$ cat src/rtl/dual_bank_agu.sv
module dual_bank_agu #(
  parameter int IW = 14,
  parameter int NB = 4
) (
  input  logic                   clk,
  input  logic                   rst_n,
  input  logic                   wr_en,
  input  logic [1:0]             wr_kind,
  input  logic [$clog2(2*NB)-1:0] wr_sel,
  input  logic [IW-1:0]          wr_data,
  input  logic                   dm_en,
  input  logic [$clog2(NB)-1:0]  dm_isel,
  input  logic [$clog2(NB)-1:0]  dm_msel,
  output logic [IW-1:0]          dm_addr,
  input  logic                   pm_en,
  input  logic [$clog2(NB)-1:0]  pm_isel,
  input  logic [$clog2(NB)-1:0]  pm_msel,
  output logic [IW-1:0]          pm_addr
);
  localparam int NR = 2 * NB;
  localparam int RW = $clog2(NR);
  localparam logic [1:0] K_IDX = 2'd0;
  localparam logic [1:0] K_MOD = 2'd1;
  localparam logic [1:0] K_LEN = 2'd2;

  logic [IW-1:0] idx [NR];
  logic [IW-1:0] mod [NR];
  logic [IW-1:0] len [NR];

  function automatic logic [IW-1:0] step(input logic [IW-1:0] i,
                                         input logic [IW-1:0] m,
                                         input logic [IW-1:0] l);
    logic [IW-1:0] lm, mask, base;
    logic signed [IW+1:0] s, lo, hi, ls;
    lm   = l - 1'b1;
    mask = '0;
    for (int b = 0; b < IW; b++)
      if (lm[b]) mask = {IW{1'b1}} >> (IW - 1 - b);
    base = i & ~mask;
    s  = $signed({2'b00, i}) + $signed({{2{m[IW-1]}}, m});
    lo = $signed({2'b00, base});
    ls = $signed({2'b00, l});
    hi = lo + ls;
    if (l != '0) begin
      if (s >= hi)      s = s - ls;
      else if (s < lo)  s = s + ls;
    end
    return s[IW-1:0];
  endfunction

  wire [RW-1:0] dm_r  = RW'(dm_isel);
  wire [RW-1:0] dm_mr = RW'(dm_msel);
  wire [RW-1:0] pm_r  = RW'(NB) + RW'(pm_isel);
  wire [RW-1:0] pm_mr = RW'(NB) + RW'(pm_msel);

  assign dm_addr = idx[dm_r];
  assign pm_addr = idx[pm_r];

  wire [IW-1:0] dm_next = step(idx[dm_r], mod[dm_mr], len[dm_r]);
  wire [IW-1:0] pm_next = step(idx[pm_r], mod[pm_mr], len[pm_r]);

  for (genvar r = 0; r < NR; r++) begin : g_reg
    wire hit_w  = wr_en && (wr_sel == RW'(r));
    wire hit_dm = dm_en && (dm_r == RW'(r));
    wire hit_pm = pm_en && (pm_r == RW'(r));

    always_ff @(posedge clk or negedge rst_n) begin
      if (!rst_n) begin
        idx[r] <= '0;
        mod[r] <= '0;
        len[r] <= '0;
      end else begin
        if (hit_w && wr_kind == K_IDX) idx[r] <= wr_data;
        else if (hit_dm)               idx[r] <= dm_next;
        else if (hit_pm)               idx[r] <= pm_next;
        if (hit_w && wr_kind == K_MOD) mod[r] <= wr_data;
        if (hit_w && wr_kind == K_LEN) len[r] <= wr_data;
      end
    end
  end
endmodule

$ cat config.mk
export PLATFORM = sky130hd
export DESIGN_NAME = dual_bank_agu
export DESIGN_NICKNAME = d
export VERILOG_FILES = /design/src/rtl/dual_bank_agu.sv
export SDC_FILE = /design/constraint.sdc
export NUM_CORES = 1
export LEC_CHECK = 0
export BUFFER_PORTS_ARGS = -buffer_cell sky130_fd_sc_hd__buf_4
export CORE_UTILIZATION = 36
export CTS_CLUSTER_DIAMETER = 30
export DETAILED_ROUTE_END_ITERATION = 10
export SLEW_MARGIN = 20
export SYNTH_ARGS = -nofsm -noshare
export SYNTH_HDL_FRONTEND = slang
export SYNTH_SLANG_ARGS = --single-unit
$ cat constraint.sdc
create_clock -name clk -period 11.85 [get_ports clk]
set_input_delay 2.37 -clock clk [delete_from_list [all_inputs] [get_ports clk]]
set_output_delay 2.37 -clock clk [all_outputs]
set_load 0.03 [all_outputs]
# ---- Yosys cells after proc, flatten, opt, wreduce, memory -nomap -nowiden
# Cells that the tools add are included.
dict set report op_classes {
  n_addsub 12
  n_lt_le_gt_ge 8
  eq_ne 19
  muxes 72
  bitwise 8
  reduce_logical 58
}
# operator count
set ops {}
lappend ops {{2-to-1 mux 14 bit} 56}
lappend ops {{binary-select mux 14 bit (select 3 bit)} 6}
lappend ops {{logical AND 1 bit} 44}
lappend ops {{adder 15 x 14 -> 16 bit} 2}
lappend ops {{>= comparator 16 bit} 2}
lappend ops {{less-than comparator 16 x 15 -> 1 bit} 2}
lappend ops {{adder 14 x 14 -> 15 bit} 2}
lappend ops {{adder 14 bit} 2}
lappend ops {{AND 14 bit} 2}
lappend ops {{inverter 14 bit} 2}
lappend ops {{nonzero test 14 bit} 2}
lappend ops {{subtractor 14 x 1 -> 14 bit, second input constant} 2}
lappend ops {{subtractor 14 bit} 2}
lappend ops {{equality test 3 bit, second input constant} 8}
lappend ops {{>= comparator 4 bit, second input constant} 4}
lappend ops {{equality test 3 x 2 -> 1 bit, second input constant} 4}
lappend ops {{nonzero test 3 bit} 4}
lappend ops {{logical NOT 3 bit} 3}
lappend ops {{2-to-1 mux 9 bit} 1}
lappend ops {{2-to-1 mux 8 bit} 1}
lappend ops {{inverter 2 -> 4 bit} 2}
lappend ops {{inverter 3 -> 4 bit} 2}
lappend ops {{nonzero test 2 bit} 4}
lappend ops {{2-to-1 mux 7 bit} 1}
lappend ops {{other kinds (11)} 17}
dict set report totals {
  ff_bits 336
  output_inout_bits 28
  elab_cells 201
}

# ---- Logic depth before layout (Yosys ltp)
# Gate-level depths: netlist of run 1.
dict set report logic_depth {
  depth_word 29
  mapped_depth 40
  mapped_depth_nobuf 39
}

# ---- Least setup slack after synthesis of run 1
# OpenSTA, ideal clock, no wires.
dict set report synth_path {
  path_kind {input -> register}
  start {input dm_isel[1]}
  end {register idx[97] (netlist bit)}
  setup_ps 77
  arrival_ps 9737
  t_required_ps 11773
  setup_slack_ps 2036
  stages 35
  path_buffers 3
  path_cell_list {clkbuf_1 -> buf_1 -> mux4_2 -> inv_1 -> ha_1 -> nor3b_2 -> o21ai_0 -> o21a_1 -> o21ai_1 -> nor4_1 -> ha_1 -> fa_1 -> a21o_1 -> a21oi_1 -> o21bai_1 -> a21oi_1 -> nor2b_1 -> o21a_1 -> o21ai_0 -> nand2b_1 -> a21oi_1 -> o21ai_0 -> xnor2_1 -> ha_1 -> and4_1 -> a211o_1 -> a21oi_1 -> o221ai_1 -> a2111oi_0 -> a21oi_1 -> clkbuf_1 -> o22ai_1 -> xor2_1 -> nand2_1 -> a21oi_1}
}
dict set report synth_between {
  elab_chain_len 27
  word_cells_on_any_way 39
  cone_classes {5 x add/sub; 2 x order compare; 1 x eq/ne; 25 x mux; 3 x bitwise; 3 x reduce/logical}
}
# element line
set synth_lines {}
lappend synth_lines {{start, declared} 12} ;# input logic [$clog2(NB)-1:0] dm_isel,
lappend synth_lines {{inverter 2 -> 4 bit (implied by the code)} 59} ;# wire [IW-1:0] dm_next = step(idx[dm_r], mod[dm_mr], len[dm_r]);
lappend synth_lines {{binary-select mux 14 bit (select 3 bit)} 59}
lappend synth_lines {{2-to-1 mux 14 bit (implied by the code) (2 in a row)} 59}
lappend synth_lines {{subtractor 14 x 1 -> 14 bit} 35} ;# lm = l - 1'b1;
lappend synth_lines {{2-to-1 mux 1 bit} 38} ;# if (lm[b]) mask = {IW{1'b1}} >> (IW - 1 - b);
lappend synth_lines {{2-to-1 mux 2 bit} 38}
lappend synth_lines {{2-to-1 mux 3 bit} 38}
lappend synth_lines {{2-to-1 mux 4 bit} 38}
lappend synth_lines {{[10 not listed]} n/a}
lappend synth_lines {{inverter 14 bit} 39} ;# base = i & ~mask;
lappend synth_lines {{AND 14 bit} 39}
lappend synth_lines {{adder 14 x 14 -> 15 bit or less-than comparator 16 x 15 -> 1 bit (tied branches)} {43, 46}}
lappend synth_lines {{>= comparator 16 bit or 2-to-1 mux 14 bit (tied branches)} {45, 46}}
lappend synth_lines {{2-to-1 mux 14 bit} 45} ;# if (s >= hi) s = s - ls;
lappend synth_lines {{2-to-1 mux 14 bit} 44} ;# if (l != '0) begin
lappend synth_lines {{2-to-1 mux 14 bit} 74} ;# else if (hit_dm) idx[r] <= dm_next;
lappend synth_lines {{2-to-1 mux 14 bit} 73} ;# if (hit_w && wr_kind == K_IDX) idx[r] <= wr_data;
lappend synth_lines {{end signal, assigned by index} 73}
lappend synth_lines {{end signal, assigned by index} 74}
lappend synth_lines {{end signal, assigned by index} 75} ;# else if (hit_pm) idx[r] <= pm_next;
lappend synth_lines {{end, declared} 26} ;# logic [IW-1:0] idx [NR];
# Parallel ways exist; a longest one is shown, timed or not. The select of a mux whose other input is x is not followed.
# A chain may end at the register's enable or synchronous reset.

# ---- Worst setup path in the final report of run 1
dict set report layout_path {
  start {input pm_isel[0]}
  end {register idx[23] (netlist bit)}
}
dict set report layout_between {
  elab_chain_len 28
  word_cells_on_any_way 40
  cone_classes {6 x add/sub; 2 x order compare; 1 x eq/ne; 25 x mux; 3 x bitwise; 3 x reduce/logical}
}
# element line
set layout_lines {}
lappend layout_lines {{start, declared} 16} ;# input logic [$clog2(NB)-1:0] pm_isel,
lappend layout_lines {{adder 3 x 2 -> 3 bit (*)} 53} ;# wire [RW-1:0] pm_r = RW'(NB) + RW'(pm_isel);
lappend layout_lines {{inverter 3 -> 4 bit (implied by the code)} 60} ;# wire [IW-1:0] pm_next = step(idx[pm_r], mod[pm_mr], len[pm_r]);
lappend layout_lines {{binary-select mux 14 bit (select 3 bit)} 60}
lappend layout_lines {{2-to-1 mux 14 bit (implied by the code) (2 in a row)} 60}
lappend layout_lines {{subtractor 14 x 1 -> 14 bit} 35}
lappend layout_lines {{2-to-1 mux 1 bit} 38}
lappend layout_lines {{2-to-1 mux 14 bit (13 in a row)} 38}
lappend layout_lines {{inverter 14 bit} 39}
lappend layout_lines {{AND 14 bit} 39}
lappend layout_lines {{adder 14 x 14 -> 15 bit or less-than comparator 16 x 15 -> 1 bit (tied branches)} {43, 46}}
lappend layout_lines {{>= comparator 16 bit or 2-to-1 mux 14 bit (tied branches)} {45, 46}}
lappend layout_lines {{2-to-1 mux 14 bit} 45}
lappend layout_lines {{2-to-1 mux 14 bit} 44}
lappend layout_lines {{2-to-1 mux 14 bit} 75}
lappend layout_lines {{2-to-1 mux 14 bit} 73}
# Every way passes the cells marked *; elsewhere a longest branch is shown, timed or not. The select of a mux whose other input is x is not followed.

==> results of run 1 <==
==> power groups by stage <==
stage	logic (µW)	clock network, µW	registers, µW
floorplan	3540	0	1590
global placement	5020	0	1630
detailed placement	5080	0	1650
CTS	5120	2380	1640
global route	5650	2440	1680
finish	5220	2350	1640
==> state kept, by name, indices dropped and copies added (netlist names) <==
register / flops
idx: 112
len: 112
mod: 112
==> final cells by class <==
type	count	area (µm²)	share of cell area (%)
multi-input combinational	1673	13900	50.7
sequential	336	8410	30.7
clock buffer	98	2170	7.91
tap	846	1060	3.87
clock inverter	42	753	2.75
timing repair buffer	96	732	2.67
inverter	103	387	1.41
antenna	1	2.50	0.00914
==> synth_stat cells, drive strengths merged (9+ instances only) <==
| cell | count |
|---|---|
| nand2b | 28 |
| buf | 26 |
| nor4 | 17 |
| o31ai | 12 |
| mux2 | 225 |
| or3 | 37 |
| o21bai | 19 |
| a22oi | 9 |
| xnor2 | 60 |
| a21o | 39 |
| o21ai | 170 |
| and3 | 60 |
| o221ai | 9 |
| a21oi | 174 |
| clkbuf | 97 |
| mux4 | 83 |
| xor2 | 24 |
| and2 | 12 |
| nor2b | 19 |
| mux2i | 18 |
| nor3 | 42 |
| nor3b | 10 |
| o21a | 23 |
| dfrtp | 336 |
| a211oi | 13 |
| nor2 | 102 |
| nand2 | 116 |
| inv | 103 |
| a31oi | 15 |
| ha | 170 |
| nand3 | 41 |
==> worst max path at each step <==
stage,from,end,slack (ns),cells past startpoint
after floorplan,dm_isel[1],idx[97]$_DFFE_PN0P_,2.04,35
after global placement,pm_isel[0],idx[23]$_DFFE_PN0P_,1.0,36
after detailed placement,pm_isel[0],idx[23]$_DFFE_PN0P_,0.67,36
after CTS,pm_isel[0],idx[23]$_DFFE_PN0P_,1.30,36
after global routing,pm_isel[0],idx[23]$_DFFE_PN0P_,0.47,36
final,pm_isel[0],idx[23]$_DFFE_PN0P_,1.09,36
==> metal layers <==
| layer | routed length, µm | part of all wire, % |
|---|---|---|
| met1 | 33100 | 43 |
| met2 | 34900 | 45 |
| met3 | 6080 | 7.9 |
| met4 | 3070 | 4.0 |
| met5 | 13 | 0.017 |
==> cells by family (layout without fill, tap and decap cells) <==
group / Yosys count / count (layout) / synth area share (%)
compound gates: 564 / 564 / 15.2
buf+inv: 226 / 339 / 3.84
xor+xnor: 84 / 84 / 3.18
fa+ha+maj: 178 / 178 / 9.88
simple gates: 521 / 521 / 11.7
mux: 326 / 326 / 19.9
flops: 336 / 336 / 36.3
other cells: 0 / 1 / 0
==> per-stage QoR <==
| step | cell area (µm²) | setup WS [ns] |
|---|---|---|
| after floorplan | 23200 | 2.04 |
| after global placement | 24500 | 1.00 |
| after detailed placement | 24500 | 0.672 |
| after CTS | 27400 | 1.30 |
| after global routing | 27400 | 0.473 |
| final | 27400 | 1.09 |
==> results.yml, run 1 <==
status:
  run_status: "finished clean"
floorplan:
  num_io_pins: 60
  fp.dieArea_um2: 65300
  die_h_um: 256
  rows: 92
  start_util_pct: 36.6
  core_um2: 63300
  die_w_um: 256
clocking:
  cts.path.max_buffers: 3
  cts_tree: "built"
  numCtsBuffers: 77
  postCtsSetupRepairBufs: 0
  postCtsHoldBufs: 0
  root_buffer: "clkbuf_16"
  cts_resized: 0
  path_clk_slew_ns: 0.04
  htreeDepth: 3
  worstSkewPairLatency_ns: 0.62
  numClockSinks: 336
logic_synthesis:
  synth_ff_type: "dfrtp_1"
  yosys.area.top_type: "dfrtp_1"
  yosysSeqAreaShare_pct: 36.3
  async_flop_share_pct: 100
  synth-seq-cells: 336
  synth_nets: 2445
  yosys-top-cells-area: "dfrtp_1 (36%), mux2_2 (11%), ha_1 (9.2%)"
  synth_edf_count: 0
  synthCells: 2235
  synth.distinct_cells: 85
  synth_warnings: 0
  synth_top_area_share_pct: 36.3
  synthesis.area_um2: 23200
  avgSynthCellArea_um2: 10.4
final_layout:
  drive_gt1_share_pct: 24.2
  mostFrequentLayoutCells: "dfrtp_1 (336), mux2_2 (225), a21oi_1 (174)"
  area_growth_pct: 18.3
  final_common_cell: "dfrtp_1"
  utilization_pct: 43.3
  fin_nets: 2497
  fill_cells: 5909
  fin_cells: 3195
worst_setup_path:
  timing.rr.end: "idx[23]$_DFFE_PN0P_"
  critical_path_class: "in2reg"
  critPathLaunchType: "primary input"
  r2r_cells: 35
  path_common_cell: "a21oi_1"
  required_ns: 12.29
  r2r_slack_ns: 2.93
  cp_max_fo: 16
  path_buf_inv: 2
  end_kind: "flip-flop"
  crit_family: "compound AO/OA/AOI/OAI gates"
  timing.rr.start: "len[18]$_DFFE_PN0P_"
  slowest_stage: "a222oi_1"
  crit_arrival_ns: 11.20
  max_stage_delay_ns: 0.76
power_and_ir_drop:
  clockPowerShare_pct: 25.5
  pwr_density_cell_nw_per_um2: 336
  p_sw_share_pct: 44.7
  power_leakage_uw: 0.0123
  power_frac_seq_pct: 17.8
  p_int_uw: 5090
  comb_power_share_pct: 56.7
  p_sw_uw: 4110
  ir_drop_mv: 0.159
  power_uw: 9200
detailed_routing:
  drt-total-wl_mm: 77.1
  first_iter_violations: 1712
  first_pass_iters: 7
  final_antenna_net_count: 0
  avgViaCountPerCell: 5.94
  drcViolationCount: 0
  vias: 19000
  wl_per_cell_um: 24.1
placed_design:
  port_buffers: 59
  place.detailed.hpwl_mm: 54.7
  place_congestion: 0.977
  place_inst: 3054
global_routing:
  met1_usage_pct: 30.8
  grt_pass1_vias: 19400
  grt_pass1_wl_mm: 119
  globalRoute.totalOverflow: 0
  globalRoute.busiestLayer: "met2"
  use_met2_pct: 36.7
  antenna_found_initial: 3
  grt_max_degree: 114
  grt_use_total_pct: 23.5
  grt_use_met3_pct: 5.80
timing:
  tightest_slew_ns: 1.26
  max_freq_mhz: 92.9
  hold_violations: 0
  fin_skew_ns: 0.0385
  tns_ns: 0
  whs_ns: 0.492
  slew_headroom_pct: 15.7
  timing.final.crit_share_pct: 90.8
  post-route-min-period_ns: 10.76
  maxSlewViolCount: 0
  setup_viol: 0
  rsz0062_at_grt: "false"
min_path:
  hp-start: "len[108]$_DFFE_PN0P_"
  whs_endpoint: "len[108]$_DFFE_PN0P_"
  min_path_cells: 1
  hp-class: "reg2reg"
job:
  drv_cap: 0
No activity file was read; power rests on OpenSTA's default activity.
==> run 2: changes to the inputs <==
BUFFER_PORTS_ARGS = -buffer_cell sky130_fd_sc_hd__buf_2   (was -buffer_cell sky130_fd_sc_hd__buf_4)
==> results.yml, run 2 (same netlist as run 1, synthesis figures left out) <==
status:
  run_status: "finished clean"
global_routing:
  globalRoute.busiestLayer: "met2"
  globalRoute.totalOverflow: 0
  use_met2_pct: 35.5
  grt_use_total_pct: 22.9
  antenna_found_initial: 4
  grt_pass1_wl_mm: 116
  grt_pass1_vias: 19500
  grt_max_degree: 185
  met1_usage_pct: 31.1
  grt_use_met3_pct: 4.90
timing:
  slew_headroom_pct: 31.4
  timing.final.crit_share_pct: 93.0
  setup_viol: 0
  tightest_slew_ns: 1.03
  fin_skew_ns: 0.0516
  max_freq_mhz: 90.8
  rsz0062_at_grt: "false"
  hold_violations: 0
  maxSlewViolCount: 0
  post-route-min-period_ns: 11.02
  fin_ws_ns: 0.832
  tns_ns: 0
floorplan:
  fp.dieArea_um2: 65300
  rows: 92
  die_w_um: 256
  num_io_pins: 60
  core_um2: 63300
  die_h_um: 256
  start_util_pct: 36.6
worst_setup_path:
  end_kind: "flip-flop"
  crit_family: "compound AO/OA/AOI/OAI gates"
  cp_max_fo: 15
  critical_path_class: "in2reg"
  crit_arrival_ns: 11.55
  path_common_cell: "a21oi_1"
  max_stage_delay_ns: 0.75
  path_buf_inv: 5
  required_ns: 12.39
  slowest_stage: "mux4_2"
  critPathLaunchType: "primary input"
final_layout:
  fill_cells: 5965
  mostFrequentLayoutCells: "dfrtp_1 (336), mux2_2 (225), a21oi_1 (174)"
  drive_gt1_share_pct: 24.1
  seq_area_um2: 8410
  final_common_cell: "dfrtp_1"
  area_growth_pct: 17.4
  multiInputGateArea_um2: 13900
  reg_top3: "idx x112, len x112, mod x112"
  utilization_pct: 42.9
  fin_nets: 2495
clocking:
  htreeDepth: 3
  worstSkewPairLatency_ns: 0.63
  cts_tree: "built"
  root_buffer: "clkbuf_16"
  path_clk_slew_ns: 0.05
  cts_resized: 0
  cts.path.max_buffers: 3
  postCtsSetupRepairBufs: 0
  numClockSinks: 336
  postCtsHoldBufs: 0
  numCtsBuffers: 79
power_and_ir_drop:
  pwr_density_cell_nw_per_um2: 331
  power_leakage_uw: 0.0122
  ir_drop_mv: 0.177
job:
  drv_cap: 0
detailed_routing:
  vias: 18900
  first_pass_iters: 6
  drt-total-wl_mm: 74.8
  drcViolationCount: 0
  final_antenna_net_count: 0
  avgViaCountPerCell: 5.93
  first_iter_violations: 1894
  wl_per_cell_um: 23.4
placed_design:
  port_buffers: 59
  post-place-ws_ns: 0.196
  place_congestion: 0.913
  place.detailed.hpwl_mm: 52.7
min_path:
  hp-class: "reg2reg"
-- run 2: power by group --
| part | switching (µW) | internal [µW] | total (µW) |
|---|---|---|---|
| Sequential | 161 | 1480 | 1640 |
| Clock | 745 | 1570 | 2320 |
| Combinational | 3140 | 1910 | 5040 |
| Total | 4040 | 4960 | 9000 |
-- run 2: metrics by stage --
step,instance area (µm²),instances,hold WS (ns),power (µW)
6_report,27200,3195,0.497,9000
5_1_grt,27200,3193,0.504,9600
4_1_cts,27200,3193,0.498,8940
3_5_place_dp,24300,3050,0.488,6550
3_3_place_gp,24300,3050,0.479,6460
2_1_floorplan,23200,2235,0.470,5130
-- run 2: routing by layer --
metal | vias up | wire length, µm
li1 | 8436 | -
met1 | 9483 | 32500
met2 | 825 | 33500
met3 | 189 | 6140
met4 | 4 | 2710
met5 | - | 23
-- run 2: area by class of cell --
type | instances | share of cell area (%)
Timing Repair Buffer | 92 | 2.08
Multi-Input combinational cell | 1673 | 51.1
Clock inverter | 49 | 2.78
Tap cell | 846 | 3.89
Antenna cell | 2 | 0.0184
Inverter | 103 | 1.42
Sequential cell | 336 | 30.9
Clock buffer | 94 | 7.82
-- run 2: final timing paths --
check                                      endpoint  slack (ns)                start  depth (start not counted)
min in group asynchronous       idx[12]$_DFFE_PN0P_        1.75                rst_n                          1
max in group asynchronous       len[44]$_DFFE_PN0P_        8.63                rst_n                          2
worst min-delay path            mod[74]$_DFFE_PN0P_        0.50  mod[74]$_DFFE_PN0P_                          1
worst min register to register  mod[74]$_DFFE_PN0P_        0.50  mod[74]$_DFFE_PN0P_                          1
worst max-delay path            idx[94]$_DFFE_PN0P_        0.83           dm_isel[0]                         36
worst max register to register  idx[94]$_DFFE_PN0P_        2.76  len[57]$_DFFE_PN0P_                         35
-- run 2: worst reg2reg max path, delay by kind of cell, from the launching register on --
family / cells / cell delay [ns]
AO/OA/AOI/OAI: 18 / 4.67
AND/OR/NAND/NOR: 7 / 1.43
adder cells (fa/ha/maj): 3 / 0.83
multiplexers: 2 / 0.79
buffers and inverters: 4 / 0.76
flip-flops: 1 / 0.38
XOR/XNOR: 1 / 0.18
